==> src/rtl/mdio_pkg.sv <==
// Package: shared constants, engine state type and frame builder for the
// MDIO master. Assumes the fixed 64-bit frame layout (32 preamble + 32 body).
package mdio_pkg;

    localparam int FRAME_BITS = 64;
    localparam int PRE_BITS   = 32;
    localparam int TA_FIRST   = 46;   // first turnaround bit index
    localparam int DATA_FIRST = 48;   // first data bit index
    localparam int DATA_BITS  = 16;

    typedef enum logic [1:0] {
        ENG_IDLE  = 2'd0,
        ENG_SHIFT = 2'd1,
        ENG_TAIL  = 2'd2
    } eng_state_t;

    typedef struct packed {
        logic [1:0]  start;
        logic [1:0]  opcode;
        logic [4:0]  port;
        logic [4:0]  regdev;
        logic [15:0] data;
    } mdio_cmd_t;

    // Unpack the command word fields that the frame uses.
    function automatic mdio_cmd_t unpack_cmd(input logic [31:0] w);
        mdio_cmd_t c;
        c.start  = w[17:16];
        c.opcode = w[19:18];
        c.port   = w[24:20];
        c.regdev = w[29:25];
        c.data   = w[15:0];
        return c;
    endfunction

    // An opcode with its upper bit set releases the line for the reply.
    function automatic logic is_read_op(input logic [1:0] op);
        return op[1];
    endfunction

    // Assemble the 64 bits of a frame, bit 63 sent first.
    function automatic logic [FRAME_BITS-1:0] build_frame(input mdio_cmd_t c);
        logic [1:0]  ta;
        logic [15:0] body_data;
        ta        = is_read_op(c.opcode) ? 2'b00 : 2'b10;
        body_data = is_read_op(c.opcode) ? 16'h0000 : c.data;
        return {{PRE_BITS{1'b1}}, c.start, c.opcode, c.port, c.regdev, ta, body_data};
    endfunction

endpackage

==> src/rtl/mdio_clk_div.sv <==
// Module: MDC generator. Divides clk by an even CLK_DIV while run is high and
// flags the clock cycle just before each rising MDC edge. When last is high,
// the next rising edge is suppressed so that MDC stays low as the frame ends.
// Assumes CLK_DIV is even and at least 2; run and last come from registers.
module mdio_clk_div #(
    parameter int CLK_DIV = 8
) (
    input  logic clk,
    input  logic rst_n,
    input  logic run,
    input  logic last,
    output logic mdc,
    output logic rise_p
);

    localparam int HALF = CLK_DIV / 2;
    localparam int CW   = (HALF > 1) ? $clog2(HALF) : 1;
    localparam logic [CW-1:0] WRAP = CW'(HALF - 1);

    logic [CW-1:0] cnt_q;
    logic          mdc_q;

    // Half-period counter and MDC toggle, cleared while idle.
    always_ff @(posedge clk) begin
        if (!rst_n || !run) begin
            cnt_q <= '0;
            mdc_q <= 1'b0;
        end else if (cnt_q == WRAP) begin
            cnt_q <= '0;
            if (!(last && !mdc_q)) begin
                mdc_q <= ~mdc_q;
            end
        end else begin
            cnt_q <= cnt_q + CW'(1);
        end
    end

    // The cycle whose closing edge is (or would be) a rising MDC edge.
    always_comb begin
        rise_p = run && (cnt_q == WRAP) && !mdc_q;
    end

    assign mdc = mdc_q;

endmodule

==> src/rtl/mdio_frame_engine.sv <==
// Module: frame serialiser. Loads a 64-bit frame on start, presents one bit per
// MDC period, samples mdio_i on each rising MDC edge and moves to the next bit
// one clock after that edge. A tail state holds busy for one more MDC period.
// Assumes start only arrives while idle and rise_p comes from mdio_clk_div.
module mdio_frame_engine
    import mdio_pkg::*;
(
    input  logic        clk,
    input  logic        rst_n,
    input  logic        start,
    input  mdio_cmd_t   cmd,
    input  logic        rise_p,
    input  logic        mdio_i,
    output logic        run,
    output logic        last,
    output logic        done,
    output logic        done_rd,
    output logic [15:0] rd_data,
    output logic        mdio_o,
    output logic        mdio_oe
);

    eng_state_t            st_q;
    logic [5:0]            idx_q;
    logic [FRAME_BITS-1:0] sh_q;
    logic                  oe_q;
    logic                  rd_q;
    logic                  rise_d_q;
    logic [15:0]           cap_q;
    logic [5:0]            idx_nxt;

    always_comb begin
        idx_nxt = idx_q + 6'd1;
    end

    // Sequencer: load, bit advance, tail and completion.
    always_ff @(posedge clk) begin
        if (!rst_n) begin
            st_q     <= ENG_IDLE;
            idx_q    <= '0;
            sh_q     <= '0;
            oe_q     <= 1'b0;
            rd_q     <= 1'b0;
            rise_d_q <= 1'b0;
        end else begin
            rise_d_q <= rise_p;
            unique case (st_q)
                ENG_IDLE: begin
                    rise_d_q <= 1'b0;
                    if (start) begin
                        st_q  <= ENG_SHIFT;
                        idx_q <= '0;
                        sh_q  <= build_frame(cmd);
                        oe_q  <= 1'b1;
                        rd_q  <= is_read_op(cmd.opcode);
                    end
                end
                ENG_SHIFT: begin
                    if (rise_d_q) begin
                        if (idx_q == 6'(FRAME_BITS - 1)) begin
                            st_q <= ENG_TAIL;
                            oe_q <= 1'b0;
                        end else begin
                            idx_q <= idx_nxt;
                            sh_q  <= {sh_q[FRAME_BITS-2:0], 1'b0};
                            oe_q  <= !(rd_q && (idx_nxt >= 6'(TA_FIRST)));
                        end
                    end
                end
                ENG_TAIL: begin
                    if (rise_p) begin
                        st_q <= ENG_IDLE;
                    end
                end
                default: st_q <= ENG_IDLE;
            endcase
        end
    end

    // Capture line: shift in mdio_i on every rising MDC edge of a read frame.
    always_ff @(posedge clk) begin
        if (!rst_n) begin
            cap_q <= '0;
        end else if (st_q == ENG_SHIFT && rise_p && rd_q) begin
            cap_q <= {cap_q[14:0], mdio_i};
        end
    end

    // Status and line outputs derived from registers.
    always_comb begin
        run     = (st_q != ENG_IDLE);
        last    = (st_q == ENG_TAIL);
        done    = (st_q == ENG_TAIL) && rise_p;
        done_rd = rd_q;
        rd_data = cap_q;
        mdio_o  = sh_q[FRAME_BITS-1];
        mdio_oe = oe_q;
    end

endmodule

==> src/rtl/mdio_cmd_master.sv <==
// Module: top of the MDIO master. Holds the command word and accepts a host
// write only when bit 31 is set and no frame is running. It feeds the frame
// engine and the MDC divider, and folds read data back into the low half.
// Assumes a single host writer; writes while busy or with bit 31 clear are dropped.
module mdio_cmd_master
    import mdio_pkg::*;
#(
    parameter int CLK_DIV = 8
) (
    input  logic        clk,
    input  logic        rst_n,
    input  logic        cmd_wr,
    input  logic [31:0] cmd_wdata,
    output logic [31:0] cmd_rdata,
    output logic        mdc,
    output logic        mdio_o,
    output logic        mdio_oe,
    input  logic        mdio_i
);

    logic [30:0] cmd_q;
    logic        accept;
    logic        run;
    logic        last;
    logic        done;
    logic        done_rd;
    logic        rise_p;
    logic [15:0] rd_data;
    mdio_cmd_t   cmd_fields;

    // Launch decode: go bit set and engine idle.
    always_comb begin
        accept     = cmd_wr && cmd_wdata[31] && !run;
        cmd_fields = unpack_cmd(cmd_wdata);
    end

    // Command word storage and read-data write-back.
    always_ff @(posedge clk) begin
        if (!rst_n) begin
            cmd_q <= '0;
        end else if (accept) begin
            cmd_q <= cmd_wdata[30:0];
        end else if (done && done_rd) begin
            cmd_q[15:0] <= rd_data;
        end
    end

    mdio_clk_div #(
        .CLK_DIV (CLK_DIV)
    ) i_div (
        .clk    (clk),
        .rst_n  (rst_n),
        .run    (run),
        .last   (last),
        .mdc    (mdc),
        .rise_p (rise_p)
    );

    mdio_frame_engine i_eng (
        .clk     (clk),
        .rst_n   (rst_n),
        .start   (accept),
        .cmd     (cmd_fields),
        .rise_p  (rise_p),
        .mdio_i  (mdio_i),
        .run     (run),
        .last    (last),
        .done    (done),
        .done_rd (done_rd),
        .rd_data (rd_data),
        .mdio_o  (mdio_o),
        .mdio_oe (mdio_oe)
    );

    assign cmd_rdata = {run, cmd_q};

endmodule

==> config.mk <==
export PLATFORM = sky130hd
export DESIGN_NAME = mdio_cmd_master
export DESIGN_NICKNAME = d
export VERILOG_FILES = /design/src/rtl/mdio_pkg.sv /design/src/rtl/mdio_clk_div.sv /design/src/rtl/mdio_frame_engine.sv /design/src/rtl/mdio_cmd_master.sv
export SDC_FILE = /design/constraint.sdc
export NUM_CORES = 1
export LEC_CHECK = 0
export ABC_AREA = 1
export BUFFER_PORTS_ARGS = -buffer_cell sky130_fd_sc_hd__buf_2
export CAP_MARGIN = 20
export CORE_MARGIN = 4
export CORE_UTILIZATION = 35
export DETAILED_ROUTE_END_ITERATION = 12
export SLEW_MARGIN = 40
export SYNTH_ARGS = -nofsm -noshare
export SYNTH_HDL_FRONTEND = slang
export SYNTH_SLANG_ARGS = --single-unit
==> constraint.sdc <==
create_clock -name clk -period 4.2 [get_ports clk]
set_clock_uncertainty 0.05 [all_clocks]
set_input_delay 0.84 -clock clk [delete_from_list [all_inputs] [get_ports clk]]
set_output_delay 0.84 -clock clk [all_outputs]
set_load 0.02 [all_outputs]
* Yosys cells after proc, flatten, opt, wreduce, memory -nomap -nowiden
Cells that the tools add are included.
** Storage, ports and cells
- Flip-flop bits (word level) :: 125
- Input bits :: 36
- Logic and storage cells :: 73
- Output and inout bits :: 35
** Cells by class
- Mux-type cells :: 21
- Eq/ne operators :: 9
- Reductions and logical operators :: 26
- Add/sub/neg operators :: 2
- Order comparisons :: 1
- Bitwise operators :: 3
** Operator list (number)
- 64-bit two-way mux :: 3
- 64-bit one-hot mux with 2 select lines :: 1
- 16-bit two-way mux :: 3
- 6-bit two-way mux :: 3
- 6-bit one-hot mux with 2 select lines :: 1
- 1-bit logical AND :: 10
- 2-bit two-way mux :: 5
- 4-bit AND reduction :: 2
- 6-bit by 1-bit adder with 6-bit output (second input constant) :: 1
- 6-bit equality test (second input constant) :: 1
- 6-bit greater-or-equal comparator (second input constant) :: 1
- 2-bit by 1-bit != test with 1-bit output (second input constant) :: 3
- 2-bit one-hot mux with 3 select lines :: 1
- 2-bit nonzero test :: 3
- 2-bit equality test (second input constant) :: 2
- 1-bit logical NOT :: 4
- 2-bit != test (second input constant) :: 2
- 2-bit AND reduction :: 2
- 2-bit OR reduction :: 2
- 1-bit two-way mux :: 3
- 1-bit inverter :: 3
- 3-bit AND reduction :: 1
- 2-bit by 1-bit adder with 2-bit output (second input constant) :: 1
- 2-bit by 1-bit equality test with 1-bit output (second input constant) :: 1
- 3 further kinds :: 3

* Longest topological paths before layout
- Depth in word-level cells :: 7
- Depth in mapped cells :: 10

* Cells and area by module
From an unflattened synthesis, not the netlist that was laid out.
** Unflattened totals
- Cells, all modules :: 764
- Area total of the unflattened synthesis :: 5316.3 um2
** Modules (own cells, without submodules)
- mdio_frame_engine :: cells an instance 540, instances 1, area an instance 3771.1 um2, seq. area each 1821.7 um2
- mdio_cmd_master :: cells an instance 210, instances 1, area an instance 1422.6 um2, seq. area each 620.6 um2
- mdio_clk_div :: cells an instance 14, instances 1, area an instance 122.6 um2, seq. area each 60.1 um2

* Worst setup path after synthesis
OpenSTA, ideal clock, no wires.
- Path type :: input-to-reg
- From :: input cmd_wr
- To :: register i_eng.sh_q[21]
- Cell stages on the path :: 7
- Arrival :: 1595 ps
- Setup time :: 116 ps
- Setup slack :: 2439 ps
- Data required time :: 4034 ps
- Buffers on the path :: 2
- Cell sequence :: nand3_2 -> o21ai_2 -> nand2_2 -> buf_6 -> buf_4 -> o21ai_0 -> nor2_1
** Between the ends
- Cells in the longest elaborated chain, start to end :: 4
** RTL lines
- start: declaration :: line mdio_cmd_master.sv:12 : input logic cmd_wr,
- 1-bit logical AND (2 in a row) :: line mdio_cmd_master.sv:33 : accept = cmd_wr && cmd_wdata[31] && !run;
- 2-bit != test (no line)
- 4-bit AND reduction (no line)
- end signal: assignment :: line mdio_frame_engine.sv:53 : sh_q <= build_frame(cmd);
- end signal: assignment :: line mdio_frame_engine.sv:65 : sh_q <= {sh_q[FRAME_BITS-2:0], 1'b0};
- end: declaration :: line mdio_frame_engine.sv:25 : logic [FRAME_BITS-1:0] sh_q;
Every way passes these cells.
A chain may end at the register's enable or synchronous reset.

* Worst setup path in the final report
- From :: register i_eng.st_q[0]
- To :: register i_eng.sh_q[48]
** Between the ends
- Cells in the longest elaborated chain, start to end :: 5
- Elaborated cells on any way between the ends :: 11
- Classes of those cells :: eq/ne: 4; mux: 1; reduce/logical: 6
** RTL lines
- start: declaration :: line mdio_frame_engine.sv:23 : eng_state_t st_q;
- start signal: assignment :: line mdio_frame_engine.sv:39 : st_q <= ENG_IDLE;
- start signal: assignment :: line mdio_frame_engine.sv:51 : st_q <= ENG_SHIFT;
- start signal: assignment :: line mdio_frame_engine.sv:61 : st_q <= ENG_TAIL;
- 2-bit nonzero test :: line mdio_frame_engine.sv:91 : run = (st_q != ENG_IDLE);
- 1-bit logical NOT :: line mdio_cmd_master.sv:33
- 1-bit logical AND :: line mdio_cmd_master.sv:33
- 2-bit != test (no line)
- 4-bit AND reduction (no line)
Parallel ways exist; a longest one is shown, timed or not.

==> reports/metrics.cfg <==
[run_status]
status = completed

[route]
ant_nets = 0
vias = 4416
drt-initial-drc-count = 319
firstDrtPassIters = 4
drt-vias-per-instance = 4.728
wl_per_cell_um = 12.83
drt_wl_total_um = 11980
drc = 0

[worst_setup_path]
required_ns = 4.44
max_stage_delay_ns = 0.54
criticalPathCategory = reg2reg
critPathMaxFanout = 34
critPathBufInv = 2
end_kind = flip-flop
crit_chain = nand2_2 > inv_2 > o21ai_2 > inv_1 > nand2_2 > o21ai_0 > nor2_1
rr_startpoint = i_eng.st_q[0]$_SDFFE_PN0P_
crit_start = i_eng.st_q[0]$_SDFFE_PN0P_
crit_arrival_ns = 2.55
cp-start-kind = flip-flop
crit_family = simple AND/OR/NAND/NOR gates
cpMaxStageDelayCell = inv_2
crit_top_cell = nand2_2

[sta]
layout_setup_ws_ns = 1.894
final.setup.tns_ns = 0
relSlewSlack_pct = 55.05
fmax_mhz = 433.7
period_needed_ns = 2.306
rsz0062_at_grt = false
maxSlewViolCount = 0
hold_viol = 0
setup_viol = 0
min_period_over_period_pct = 54.90
worstMarginPinSlew_ns = 0.6743

[power_and_ir_drop]
ir_worst_vdd_uv = 245.4
power_density_mw_per_mm2 = 526.3
p_leak_nw = 2.632

[cts]
post_cts_buffers = 0
cts-htree-levels = 4
numCtsBuffers = 17
worst_skew_pair.late_latency_ns = 0.41
clock-sinks = 124
cts_resized = 0
ctsHoldBuffers = 0
cts_buffer_depth = 2
cts_tree = built
cts-root-buf = clkbuf_16
cts.clk_slew.worst_paths_ns = 0.06

[placement]
numPortBuffers = 70
post-place-ws_ns = 1.601
hpwl_um = 7488
placed_area_mm2 = 0.005386
place_congestion = 0.7467

[floorplanning]
io_pins = 71
rows = 43
dieWidth_um = 127.7
start_util_pct = 36.00
core_mm2 = 0.01393
die_area_mm2 = 0.01631
die_y_um = 127.7

[finish]
nets = 780
drive_gt1_share_pct = 16.58
mostFrequentLayoutCells = 187 x nor2_1, 124 x dfxtp_1, 123 x nand2_1, 112 x o21ai_0, 70 x buf_2
stdcell_area_mm2 = 0.006036
final_common_cell = nor2_1
antenna-diode-count = 0
syn_to_final_growth_pct = 20.33

[logic_synthesis]
ys_types = 30
syn_nets = 731
syn_avg_cell_area_um2 = 7.249
ys_ff_latch = 124
syn_area_mm2 = 0.005016
syn_inst = 692
yosys_warnings = 0
synth.yosys.seq_area_share_pct = 49.49

[worst_hold_path]
min_path_type = reg2reg
min_from = i_div.cnt_q[0]$_SDFF_PP0_

[grt]
grt_remaining_overflow = 0
grt_pass1_vias = 4141
grt_pass1_wl_um = 20510
antenna_found_initial = 0
grt_max_degree = 69
gr-usage-all-layers_pct = 15.30

[run]
maxCapViolCount = 0

[kinds of logic (layout without fill, tap and decap cells)]
logic type | after synthesis | count (layout) | synth area share (%)
buffers and inverters | 73 | 135 | 7.159
adders and majority gates | 3 | 3 | 0.7484
and+or+nand+nor | 331 | 331 | 25.87
DFF | 124 | 124 | 49.49
AOI/OAI and AO/OA | 161 | 161 | 16.74
[synth_stat cells (all sizes together)]
cell	count	area, um2
buf	24	172.7
a22oi	1	7.510
a21oi	20	100.1
clkbuf	20	77.57
a41oi	1	8.760
a31oi	11	68.82
o21ai	126	638.1
ha	3	37.54
nand3	7	45.04
nor2	191	731.9
nand4	2	12.51
o32ai	1	8.760
o21bai	1	7.510
nand2	128	490.5
or2	2	12.52
dfxtp	124	2482
inv	29	108.9
nor3	1	5.000
[final cells by class]
cell class	instances	area (um2)
inverter	29	111.4
fill	1456	7899
multi-input combinational	495	2177
clock inverter	15	221.5
sequential	124	2482
clock buffer	17	425.4
tap	180	225.2
timing repair buffer	74	392.9
[final timing paths]
check                                 to  slack (ns)  cells after the start
max reg2reg  i_eng.sh_q[48]$_SDFFE_PN0P_        1.89                      7
min            i_div.cnt_q[0]$_SDFF_PP0_        0.37                      1
min reg2reg    i_div.cnt_q[0]$_SDFF_PP0_        0.37                      1
max          i_eng.sh_q[48]$_SDFFE_PN0P_        1.89                      7
[per-layer routing]
| metal | GRT usage [%] | share of wire, % | vias to the layer above |
|---|---|---|---|
| met5 | 0 | 0 | - |
| met4 | 5.056 | 1.2 | 0 |
| met3 | 3.792 | 3.6 | 13 |
| met2 | 23.91 | 46 | 74 |
| met1 | 20.82 | 50 | 2004 |
| li1 | - | - | 2325 |
[worst reg2reg max path: stages (launching register included)]
cell,delay [ns]
dfxtp_1,0.39
nand2_2,0.26
inv_2,0.54
o21ai_2,0.16
inv_1,0.10
nand2_2,0.32
o21ai_0,0.32
nor2_1,0.06
[where the power goes]
part / switching, mW / internal (mW)
clock: 0.541 / 1.05
combinational: 0.200 / 0.0974
sequential: 0.0352 / 1.25
[sequential cells by signal (all words and copies together) (netlist names)]
| name | count |
|---|---|
| i_eng.st_q | 2 |
| i_eng.rise_d_q | 1 |
| i_eng.idx_q | 6 |
| i_eng.mdio_oe | 1 |
| i_div.cnt_q | 2 |
| i_eng.rd_data | 16 |
| cmd_q | 31 |
| i_div.mdc | 1 |
| i_eng.sh_q | 64 |
[stage by stage]
step	utilization [%]	instances	power [mW]	hold slack [ns]
floorplan	-	692	1.525	0.3469
global placement	38.64	902	1.609	0.3662
detailed placement	38.65	902	1.610	0.3650
CTS	43.30	934	3.209	0.3727
global route	43.32	934	3.313	0.3991
finish	43.32	934	3.177	0.3655
No activity file was read; power rests on OpenSTA's default activity.
